===== src/rtl/line_codec_pkg.sv =====
package line_codec_pkg;

  localparam int MODE_W = 4;

  // Field order matches the mode register: bit 3 .. bit 0
  typedef struct packed {
    logic manch;
    logic scram;
    logic diff;
    logic inv;
  } lcMode_t;

  // Strobes from control to datapath
  typedef struct packed {
    logic txLoad;     // new data bit accepted
    logic txSecond;   // emit second Manchester chip
    logic rxCapture;  // store first chip of a pair
    logic rxDecode;   // decode a complete symbol
  } lcStrobe_t;

endpackage


===== src/rtl/lc_ctrl.sv =====
module lc_ctrl
  import line_codec_pkg::*;
#(
  parameter logic [MODE_W-1:0] RESET_MODE = 4'b0010
) (
  input  logic              clk,
  input  logic              rstN,
  input  logic              cfgWe,
  input  logic [MODE_W-1:0] cfgData,
  input  logic              txBitValid,
  input  logic              rxChipValid,
  output lcMode_t           mode,
  output lcStrobe_t         strb
);

  logic [MODE_W-1:0] modeReg;
  logic              txPend;
  logic              rxHalf;

  assign mode = lcMode_t'(modeReg);

  always_ff @(posedge clk or negedge rstN) begin
    if (!rstN) begin
      modeReg <= RESET_MODE;
    end else if (cfgWe) begin
      modeReg <= cfgData;
    end
  end

  // Second transmit chip pending
  always_ff @(posedge clk or negedge rstN) begin
    if (!rstN) begin
      txPend <= 1'b0;
    end else if (cfgWe) begin
      txPend <= 1'b0;
    end else begin
      txPend <= txBitValid && mode.manch;
    end
  end

  // Receive pair phase
  always_ff @(posedge clk or negedge rstN) begin
    if (!rstN) begin
      rxHalf <= 1'b0;
    end else if (cfgWe) begin
      rxHalf <= 1'b0;
    end else if (rxChipValid && mode.manch) begin
      rxHalf <= !rxHalf;
    end
  end

  always_comb begin
    strb.txLoad    = txBitValid;
    strb.txSecond  = txPend;
    strb.rxCapture = rxChipValid && mode.manch && !rxHalf;
    strb.rxDecode  = rxChipValid && (!mode.manch || rxHalf);
  end

endmodule


===== src/rtl/lc_tx_path.sv =====
module lc_tx_path
  import line_codec_pkg::*;
#(
  parameter int SCR_LEN = 17,
  parameter int SCR_TAP = 12
) (
  input  logic      clk,
  input  logic      rstN,
  input  lcMode_t   mode,
  input  lcStrobe_t strb,
  input  logic      txBit,
  output logic      txChipValid,
  output logic      txChip
);

  logic [SCR_LEN-1:0] scrReg;
  logic               lineLvl;
  logic               pendChip;
  logic               scrBit;
  logic               diffBit;
  logic               lineBit;

  always_comb begin
    scrBit  = mode.scram ? (txBit ^ scrReg[SCR_LEN-1] ^ scrReg[SCR_TAP-1]) : txBit;
    diffBit = mode.diff ? (lineLvl ^ scrBit) : scrBit;
    lineBit = diffBit ^ mode.inv;
  end

  always_ff @(posedge clk or negedge rstN) begin
    if (!rstN) begin
      scrReg  <= '0;
      lineLvl <= 1'b0;
    end else if (strb.txLoad) begin
      if (mode.scram) scrReg <= {scrReg[SCR_LEN-2:0], scrBit};
      if (mode.diff)  lineLvl <= diffBit;
    end
  end

  always_ff @(posedge clk or negedge rstN) begin
    if (!rstN) begin
      txChipValid <= 1'b0;
      txChip      <= 1'b0;
      pendChip    <= 1'b0;
    end else if (strb.txLoad) begin
      txChipValid <= 1'b1;
      txChip      <= lineBit;
      pendChip    <= !lineBit;
    end else if (strb.txSecond) begin
      txChipValid <= 1'b1;
      txChip      <= pendChip;
    end else begin
      txChipValid <= 1'b0;
    end
  end

endmodule


===== src/rtl/lc_rx_path.sv =====
module lc_rx_path
  import line_codec_pkg::*;
#(
  parameter int SCR_LEN = 17,
  parameter int SCR_TAP = 12
) (
  input  logic      clk,
  input  logic      rstN,
  input  lcMode_t   mode,
  input  lcStrobe_t strb,
  input  logic      rxChip,
  output logic      rxBitValid,
  output logic      rxBit,
  output logic      rxErr
);

  logic [SCR_LEN-1:0] dscReg;
  logic               prevLvl;
  logic               firstChip;
  logic               symBit;
  logic               symErr;
  logic               lvlBit;
  logic               scrBit;
  logic               dataBit;

  always_comb begin
    symBit  = mode.manch ? firstChip : rxChip;
    symErr  = mode.manch && (firstChip == rxChip);
    lvlBit  = symBit ^ mode.inv;
    scrBit  = mode.diff ? (lvlBit ^ prevLvl) : lvlBit;
    dataBit = mode.scram ? (scrBit ^ dscReg[SCR_LEN-1] ^ dscReg[SCR_TAP-1]) : scrBit;
  end

  always_ff @(posedge clk or negedge rstN) begin
    if (!rstN) begin
      firstChip <= 1'b0;
    end else if (strb.rxCapture) begin
      firstChip <= rxChip;
    end
  end

  always_ff @(posedge clk or negedge rstN) begin
    if (!rstN) begin
      dscReg  <= '0;
      prevLvl <= 1'b0;
    end else if (strb.rxDecode) begin
      if (mode.scram) dscReg <= {dscReg[SCR_LEN-2:0], scrBit};
      if (mode.diff)  prevLvl <= lvlBit;
    end
  end

  always_ff @(posedge clk or negedge rstN) begin
    if (!rstN) begin
      rxBitValid <= 1'b0;
      rxBit      <= 1'b0;
      rxErr      <= 1'b0;
    end else begin
      rxBitValid <= strb.rxDecode;
      if (strb.rxDecode) begin
        rxBit <= dataBit;
        rxErr <= symErr;
      end else begin
        rxErr <= 1'b0;
      end
    end
  end

endmodule


===== src/rtl/line_codec.sv =====
module line_codec
  import line_codec_pkg::*;
#(
  parameter int                SCR_LEN    = 17,
  parameter int                SCR_TAP    = 12,
  parameter logic [MODE_W-1:0] RESET_MODE = 4'b0010
) (
  input  logic        clk,
  input  logic        rstN,
  input  logic        cfgWe,
  input  logic [3:0]  cfgData,
  output logic [3:0]  cfgMode,
  input  logic        txBitValid,
  input  logic        txBit,
  output logic        txChipValid,
  output logic        txChip,
  input  logic        rxChipValid,
  input  logic        rxChip,
  output logic        rxBitValid,
  output logic        rxBit,
  output logic        rxErr
);

  lcMode_t   mode;
  lcStrobe_t strb;

  assign cfgMode = mode;

  lc_ctrl #(.RESET_MODE(RESET_MODE)) u_ctrl (
    .clk(clk), .rstN(rstN), .cfgWe(cfgWe), .cfgData(cfgData),
    .txBitValid(txBitValid), .rxChipValid(rxChipValid),
    .mode(mode), .strb(strb)
  );

  lc_tx_path #(.SCR_LEN(SCR_LEN), .SCR_TAP(SCR_TAP)) u_tx (
    .clk(clk), .rstN(rstN), .mode(mode), .strb(strb), .txBit(txBit),
    .txChipValid(txChipValid), .txChip(txChip)
  );

  lc_rx_path #(.SCR_LEN(SCR_LEN), .SCR_TAP(SCR_TAP)) u_rx (
    .clk(clk), .rstN(rstN), .mode(mode), .strb(strb), .rxChip(rxChip),
    .rxBitValid(rxBitValid), .rxBit(rxBit), .rxErr(rxErr)
  );

endmodule


===== config.mk =====
export PLATFORM = sky130hd
export DESIGN_NAME = line_codec
export DESIGN_NICKNAME = d
export VERILOG_FILES = /design/src/rtl/line_codec_pkg.sv /design/src/rtl/lc_ctrl.sv /design/src/rtl/lc_tx_path.sv /design/src/rtl/lc_rx_path.sv /design/src/rtl/line_codec.sv
export SDC_FILE = /design/constraint.sdc
export NUM_CORES = 1
export LEC_CHECK = 0
export BUFFER_PORTS_ARGS = -buffer_cell sky130_fd_sc_hd__buf_2
export CAP_MARGIN = 25
export CORE_ASPECT_RATIO = 1.1
export CORE_UTILIZATION = 55
export DETAILED_ROUTE_END_ITERATION = 12
export GPL_ROUTABILITY_DRIVEN = 0
export PLACE_DENSITY = 0.75
export SETUP_SLACK_MARGIN = 0.05
export SYNTH_ARGS = -nofsm -noshare
export SYNTH_HDL_FRONTEND = slang
export SYNTH_SLANG_ARGS = --single-unit
export TNS_END_PERCENT = 30

===== constraint.sdc =====
create_clock -name clk -period 1.9 [get_ports clk]
set_input_delay 0.095 -clock clk [delete_from_list [all_inputs] [get_ports clk]]
set_output_delay 0.095 -clock clk [all_outputs]
set_load 0.01 [all_outputs]

Word-level counts from Yosys, hierarchy flattened
Index checks and enable logic that the tools add are counted.
{"block": "word_totals", "ff_bits": 49, "inputBits": 11, "out_inout_bits": 9, "wordCells": 51}
{"block": "classes", "eq_ne": 1, "mux": 13, "n_bitwise": 8, "n_reduce_logical": 15}
{"op": "2-to-1 mux 1 bit", "count": 13}
{"op": "AND reduction 2 bit", "count": 4}
{"op": "bitwise XOR 1 bit", "count": 8}
{"op": "logical AND 1 bit", "count": 5}
{"op": "nonzero test 2 bit", "count": 2}
{"op": "zero test 1 bit", "count": 3}
{"op": "== test 1 bit", "count": 1}
{"op": "logical OR 1 bit", "count": 1}

Depth between registers and ports, before layout
Gate-level depths: netlist of run 1.
{"block": "logic_depth", "ltp_word": 7, "depth_mapped": 5, "depth_no_buf": 4}

Hierarchy
Synthesis of run 1 repeated with hierarchy kept, for this count alone.
{"block": "hier_totals", "hier_cells": 137, "hier_area_um2": 2029.4}
{"mod": "lc_rx_path", "instances": 1, "cells_per_inst": 55, "area_per_inst_um2": 878.3, "seq_area_each_um2": 550.5}
{"mod": "lc_tx_path", "instances": 1, "cells_per_inst": 61, "area_per_inst_um2": 858.3, "seq_area_each_um2": 525.5}
{"mod": "lc_ctrl", "instances": 1, "cells_per_inst": 21, "area_per_inst_um2": 292.8, "seq_area_each_um2": 151.4}

Worst setup path after synthesis of run 1
No wires, ideal clock.
{"block": "synth_path", "path_kind": "register -> register", "startpoint": "register u_ctrl.modeReg[3] (netlist: u_ctrl.mode[3])", "endpoint": "register u_rx.rxBit", "setup_ps": 125, "arrival_ps": 1502, "required_ps": 1775, "path_slack_ps": 273, "path_stages_with_launch": 5, "n_path_buf": 0, "synth_period_minus_slack_ps": 1627, "cell_sequence": "dfrtp_1 mux2i_2 xor3_2 xnor2_1 mux2_4"}
{"block": "synth_via", "elab_chain_cells": 7, "word_cells_on_any_way": 10, "cone_classes": "mux (3); bitwise (4); reduce/logical (3)"}
{"item": "from (decl)", "line": "lc_ctrl.sv:16", "text": "logic [MODE_W-1:0] modeReg;"}
{"item": "from (signal assigned)", "line": "lc_ctrl.sv:26", "text": "modeReg <= cfgData;"}
{"item": "2-to-1 mux 1 bit", "line": "lc_rx_path.sv:27", "text": "symBit = mode.manch ? firstChip : rxChip;"}
{"item": "bitwise XOR 1 bit", "line": "lc_rx_path.sv:29", "text": "lvlBit = symBit ^ mode.inv;"}
{"item": "bitwise XOR 1 bit", "line": "lc_rx_path.sv:30", "text": "scrBit = mode.diff ? (lvlBit ^ prevLvl) : lvlBit;"}
{"item": "2-to-1 mux 1 bit", "line": "lc_rx_path.sv:30"}
{"item": "bitwise XOR 1 bit (2 in a row)", "line": "lc_rx_path.sv:31", "text": "dataBit = mode.scram ? (scrBit ^ dscReg[SCR_LEN-1] ^ dscReg[SCR_TAP-1]) : scrBit;"}
{"item": "2-to-1 mux 1 bit", "line": "lc_rx_path.sv:31"}
{"item": "to (signal assigned)", "line": "lc_rx_path.sv:60", "text": "rxBit <= dataBit;"}
{"item": "to (decl)", "line": "lc_rx_path.sv:13", "text": "output logic rxBit,"}
Several ways; a longest one is shown, not always the timed one.
A chain may end at the register's enable or synchronous reset.

Worst setup path after layout of run 1
Ends and elaborated chain as after synthesis.

==> reports/results.ini, run 1 <==
[run_status]
outcome=finished, final reports clean

[setup_path]
cp-start-kind=flip-flop
crit_chain=mux2i_2 -> xor3_2 -> xnor2_1 -> mux2_4
crit_slowest_cell=dfrtp_1
critPathCaptureType=flip-flop
slowest_delay_ns=0.48
reg2reg_slack_ns=0.21
worstPathRequired_ns=2.15
cp_max_fo=6
crit_type=reg2reg
cp.arrival_ns=1.94

[power]
vdd_drop_max_mv=0.737
power_density_mw_per_mm2=1210
cellLeakagePower_nw=1.12

[synth]
synth_top_cells_by_area=dfrtp_1 (61%), mux2_2 (18%), mux2_1 (5.7%), xor2_1 (2.2%), xnor2_1 (1.8%)
synth_area_sq_mm=0.00198
synthesis.nets=138
synthDistinctLibCells=26
post_synth_inst_count=127
synth_top_area_share_pct=60.8
yosysTopAreaCell=dfrtp_1
yosysWarnings=0
syn_avg_cell_area_sq_um=15.6
yosysSeqAreaShare_pct=62.1
ys_ff_latch=49

[sta]
layout_setup_ws_ns=0.211
min_period_ns=1.69
max_freq_mhz=592
rsz0062_at_grt=no
finalClockSkew_ns=0.00640
tns_ns=0
hold_viol=0
setup_viol=0
max_slew_margin_pct=56.1
max_slew.worst_pin.slew_ns=0.657
slew_violations=0
period_share_pct=88.9

[flow_run]
cap_violations=0

[clock_network]
htreeDepth=2
cts.sinks=49
ctsRootBufferMaster=clkbuf_4
insertion_delay_ns=0.35
cts_resized=0
cts_buffers=5
clk_pin_slew_ns=0.13
cts.path.max_buffers=2
cts_tree=yes

[grt]
antenna_found_initial=0
grt_max_degree=31
grtUsageTotal_pct=18.0
grt_pass1_wl_mm=4.98
grt-ovfl-total=0
grt_pass1_vias=1121

[place]
dp_hpwl_mm=1.97
post-place-ws_ns=0.221
port_buffers=19

[drt]
vias=1044
wirelength_mm=2.80
ant_nets=0
drt_pass1_iterations=2
drt_iter0_markers=27
via_per_inst=5.00
drc=0
wire_per_inst_um=13.4

[die]
core_area_sq_mm=0.00339
ios=20
dieArea_sq_mm=0.00384
die_w_um=59.2
die_h_um=64.9
start_util_pct=58.4
rows=22

[hold_path]
hold_path.class=in2reg

[final_layout]
fin_nets=171
syn2layout_area_growth_pct=15.1
drive_gt1_share_pct=42.9
insertedDiodeCount=0

==> layout by cell type (no fill, tap or decap) <==
cell,n
a211oi_1,1
buf_2,19
buf_4,3
clkbuf_8,2
xor3_1,1
mux2_1,10
dfstp_2,1
dlygate4sd3_1,7
a21boi_2,1
xor3_2,1
dfrtp_1,48
nand2_1,8
a21oi_1,1
nand2_2,1
mux2_4,1
mux2_2,31
nor3b_1,1
and2_1,1
o21ai_0,1
and3b_1,1
xnor2_1,4
nor2b_1,1
xor2_1,5
inv_2,1
mux2i_2,1
or2_2,1
nor2_1,2
clkbuf_4,5
clkinv_2,1
==> through the flow <==
stage	utilization, %	instance area (sq um)	power [W]	instances	hold slack, ns
floorplan	-	1980	0.00206	127	-0.201
global placement	63.0	2130	0.00220	194	0.142
detailed placement	63.0	2130	0.00226	194	0.155
CTS	67.2	2270	0.00279	209	0.0109
global route	67.2	2270	0.00294	209	0.0127
finish	67.2	2270	0.00275	209	0.0224
==> routing by layer <==
metal | GRT usage [%] | part of all wire (%)
met5 | 0 | 0
met4 | 8.04 | 1.5
met3 | 4.19 | 2.6
met2 | 27.8 | 48
met1 | 24.0 | 48
==> timing repair <==
item / in CTS / in global routing
buffers inserted: 0 / 0
hold buffers: 7 / 0
hold endpoints to repair: 33 / 0
==> final timing paths <==
path | from | endpoint | depth (start not counted)
min in group asynchronous | rstN | u_tx.scrReg[16]$_DFFE_PN0P_ | 2
worst max-delay path | u_ctrl.mode[3]$_DFFE_PN0P_ | u_rx.rxBit$_DFFE_PN0P_ | 4
worst min-delay path | rxChip | u_rx.firstChip$_DFFE_PN0P_ | 2
worst min register to register | u_rx.dscReg[13]$_DFFE_PN0P_ | u_rx.dscReg[14]$_DFFE_PN0P_ | 1
worst max register to register | u_ctrl.mode[3]$_DFFE_PN0P_ | u_rx.rxBit$_DFFE_PN0P_ | 4
max in group asynchronous | rstN | u_tx.scrReg[12]$_DFFE_PN0P_ | 3
==> cell usage after synthesis (all sizes together) <==
cell type	instances
a211oi	1
a21boi	1
a21oi	1
and2	1
and3b	1
buf	2
clkbuf	1
dfrtp	48
dfstp	1
inv	1
mux2	42
mux2i	1
nand2	9
nor2	2
nor2b	1
nor3b	1
o21ai	1
or2	1
xnor2	4
xor2	5
xor3	2
==> state kept, by name (all words and copies together) (netlist names) <==
signal / flops
u_tx.pendChip: 1
u_tx.txChip: 1
u_tx.scrReg: 17
u_tx.txChipValid: 1
u_rx.rxBit: 1
u_tx.lineLvl: 1
u_ctrl.mode: 4
u_rx.rxErr: 1
u_rx.dscReg: 17
u_rx.prevLvl: 1
u_rx.rxBitValid: 1
u_ctrl.txPend: 1
u_rx.firstChip: 1
u_ctrl.rxHalf: 1
==> logic make-up after synthesis <==
group,after synthesis,share of synthesized area [%]
XOR/XNOR,11,6.46
AO/OA/AOI/OAI,4,1.46
buffers and inverters,4,1.20
flip-flops,49,62.1
multiplexers,43,24.8
AND/OR/NAND/NOR,16,3.99
==> critical path: cells and delay by family, from the launching register on <==
kind,cells,cell delay (ns)
multiplexers,2,0.57
XOR/XNOR,2,0.55
flip-flops,1,0.48
==> where the power goes <==
group	switching, W	internal, W	total (W)	leakage, nW
Clock	0.000302	0.000215	0.000517	0.0413
Sequential	0.000185	0.00139	0.00157	0.622
Combinational	0.000243	0.000422	0.000665	0.452
==> cell type report <==
class	count	area, sq um
clock buffer	7	65.1
clock inverter	1	5.00
fill	271	1110
inverter	1	3.75
multi-input combinational	74	726
sequential	49	1230
tap	48	60.1
timing repair buffer	29	188
Power figures use the tool's default switching activity.
==> run 2: changes to the inputs <==
--- a/config.mk
+++ b/config.mk
@@ -5,10 +5,12 @@
 export SDC_FILE = /design/constraint.sdc
 export NUM_CORES = 1
 export LEC_CHECK = 0
+export ABC_AREA = 0
 export BUFFER_PORTS_ARGS = -buffer_cell sky130_fd_sc_hd__buf_2
 export CAP_MARGIN = 25
 export CORE_ASPECT_RATIO = 1.1
 export CORE_UTILIZATION = 55
+export CTS_BUF_LIST = sky130_fd_sc_hd__clkbuf_8
 export DETAILED_ROUTE_END_ITERATION = 12
 export GPL_ROUTABILITY_DRIVEN = 0
 export PLACE_DENSITY = 0.75
==> run 2 against run 1 <==
Net effect: hold slack better by 0.0057 ns; global-route usage decreased by 0.093 points; flip-flop and latch count unchanged; critical endpoint unchanged; largest power group unchanged.
==> reports/results.ini, run 2 (synthesis gave the netlist of run 1 again) <==
[power]
power_density_mw_per_mm2=1280  ; +5.6%
seqPwrFrac_pct=54.8  ; -2.3 points
p_clk_share_pct=22.4  ; +3.6 points
comb_power_share_pct=22.8  ; -1.3 points
switching_share_pct=25.8  ; -0.75 points
power.switching_w=0.000740  ; +1.3%
internal_power_w=0.00213  ; +5.4%
cellLeakagePower_nw=1.10  ; -1.1%
power_w=0.00287  ; +4.3%
vdd_drop_max_mv=0.655  ; -11%

[setup_path]
rr_startpoint=u_ctrl.mode[3]$_DFFE_PN0P_
cp-start-kind=flip-flop
reg2reg_slack_ns=0.22  ; about the same
crit_family=multiplexers
cp.arrival_ns=1.86  ; -0.08 ns
cp.buffers_inverters=0  ; unchanged
slowest_delay_ns=0.46  ; -0.02 ns
worstPathRequired_ns=2.09  ; -0.06 ns
r2r.worst_path.cells=4  ; unchanged
crit_chain=mux2i_2 -> xor3_2 -> xnor2_1 -> mux2_4
crit_slowest_cell=dfrtp_1
cp_max_fo=6  ; unchanged
rr_endpoint=u_rx.rxBit$_DFFE_PN0P_
crit_type=reg2reg
critPathCaptureType=flip-flop

[die]
ios=20  ; unchanged
rows=22  ; unchanged
dieArea_sq_mm=0.00384  ; unchanged
die_h_um=64.9  ; unchanged
die_w_um=59.2  ; unchanged
start_util_pct=58.4  ; unchanged
core_area_sq_mm=0.00339  ; unchanged

[sta]
rsz0062_at_grt=no
max_slew_margin_pct=55.4  ; -0.73 points
period_share_pct=88.2  ; -0.70 points
setup_viol=0  ; unchanged
max_freq_mhz=597  ; +0.80%
tns_ns=0  ; unchanged
hold_viol=0  ; unchanged
max_slew.worst_pin.slew_ns=0.668  ; +0.0110 ns
min_period_ns=1.68  ; -0.0134 ns
whs_ns=0.0281  ; +0.00573 ns
finalClockSkew_ns=0.00529  ; -0.00110 ns
slew_violations=0  ; unchanged

[final_layout]
fin_nets=165  ; -3.5%
nFillCells=271  ; unchanged
mostFrequentLayoutCells=dfrtp_1 (48), mux2_2 (31), buf_2 (19)
syn2layout_area_growth_pct=13.6
insertedDiodeCount=0  ; unchanged
drive_gt1_share_pct=44.5  ; +1.7 points
final_common_cell=dfrtp_1

[place]
port_buffers=19  ; unchanged
dp_hpwl_mm=1.97  ; unchanged

[grt]
grt_max_degree=31  ; unchanged
antenna_found_initial=0  ; unchanged
grt_pass1_vias=1088  ; -2.9%
grt-ovfl-total=0  ; unchanged
grtUsageTotal_pct=17.9  ; -0.093 points
grt_pass1_wl_mm=4.95  ; -0.68%

[drt]
via_per_inst=5.03  ; +0.69%
wire_per_inst_um=13.7  ; +2.4%
drc=0  ; unchanged
drt_iter0_markers=44  ; +63%
wirelength_mm=2.78  ; -0.57%
vias=1021  ; -2.2%
ant_nets=0  ; unchanged
drt_pass1_iterations=3  ; +1

[hold_path]
worst_hold_path.num_cells=2  ; unchanged
hold_path.class=in2reg
holdCritStartpoint=cfgData[3]
min_to=u_ctrl.mode[3]$_DFFE_PN0P_

[clock_network]
cts_buffers=5  ; unchanged
cts_tree=yes
ctsRootBufferMaster=clkbuf_8
insertion_delay_ns=0.29  ; -0.06 ns
htreeDepth=2  ; unchanged
cts_resized=0  ; unchanged
cts.path.max_buffers=2  ; unchanged
cts.sinks=49  ; unchanged
clk_pin_slew_ns=0.08  ; -0.05 ns

[flow_run]
cap_violations=0  ; unchanged

[run_status]
outcome=finished, final reports clean

[run 2: worst max path at each step]
stage | from | endpoint | slack (ns) | depth (start not counted)
global route | u_ctrl.mode[3]$_DFFE_PN0P_ | u_rx.rxBit$_DFFE_PN0P_ | 0.13 | 4
floorplan | u_ctrl.mode[3]$_DFFE_PN0P_ | u_rx.rxBit$_DFFE_PN0P_ | 0.27 | 4
detailed placement | u_ctrl.mode[3]$_DFFE_PN0P_ | u_rx.rxBit$_DFFE_PN0P_ | 0.22 | 4
global placement | u_ctrl.mode[3]$_DFFE_PN0P_ | u_rx.rxBit$_DFFE_PN0P_ | 0.30 | 4
finish | u_ctrl.mode[3]$_DFFE_PN0P_ | u_rx.rxBit$_DFFE_PN0P_ | 0.22 | 4
CTS | u_ctrl.mode[3]$_DFFE_PN0P_ | u_rx.rxBit$_DFFE_PN0P_ | 0.21 | 4
[run 2: power groups by stage]
stage,combinational [W],sequential [W],clock [W]
final,0.000655,0.00157,0.000643
after global routing,0.000729,0.00163,0.000706
after CTS,0.000668,0.00158,0.000672
after detailed placement,0.000665,0.00160,0
after global placement,0.000630,0.00157,0
after floorplan,0.000511,0.00155,0
[run 2: per-stage QoR]
step                      util [%]  instances  instance area, sq um  setup WS (ns)
after global routing          66.3        203                  2250          0.129
final                         66.3        203                  2250          0.225
after detailed placement      63.0        194                  2130          0.221
after global placement        63.0        194                  2130          0.297
after CTS                     66.3        203                  2250          0.215
after floorplan                  -        127                  1980          0.273
[run 2: final cells by class]
class | instances | area (sq um) | share of cell area, %
Multi-Input combinational cell | 74 | 726 | 32.3
Timing Repair Buffer | 23 | 128 | 5.68
Clock buffer | 7 | 96.3 | 4.29
Clock inverter | 1 | 5.00 | 0.223
Inverter | 1 | 3.75 | 0.167
Tap cell | 48 | 60.1 | 2.67
Sequential cell | 49 | 1230 | 54.7
[run 2: timing repair]
item | 4_1_cts | 5_1_grt
hold endpoints to repair | 27 | 0
buffers inserted | 0 | 0
setup endpoints to repair | 0 | 0
hold buffers | 1 | 0
[run 2: worst register-to-register path, stage by stage (launching register included)]
cell and delay (ns):
dfrtp_1 0.46, mux2i_2 0.32, xor3_2 0.40, xnor2_1 0.14, mux2_4 0.25
[run 2: routing by layer]
metal	track usage, %	wire (um)	share of wire [%]
met1	24.1	1330	48
met2	27.0	1340	48
met3	4.19	82	2.9
met5	0	0	0
met4	8.93	30	1.1
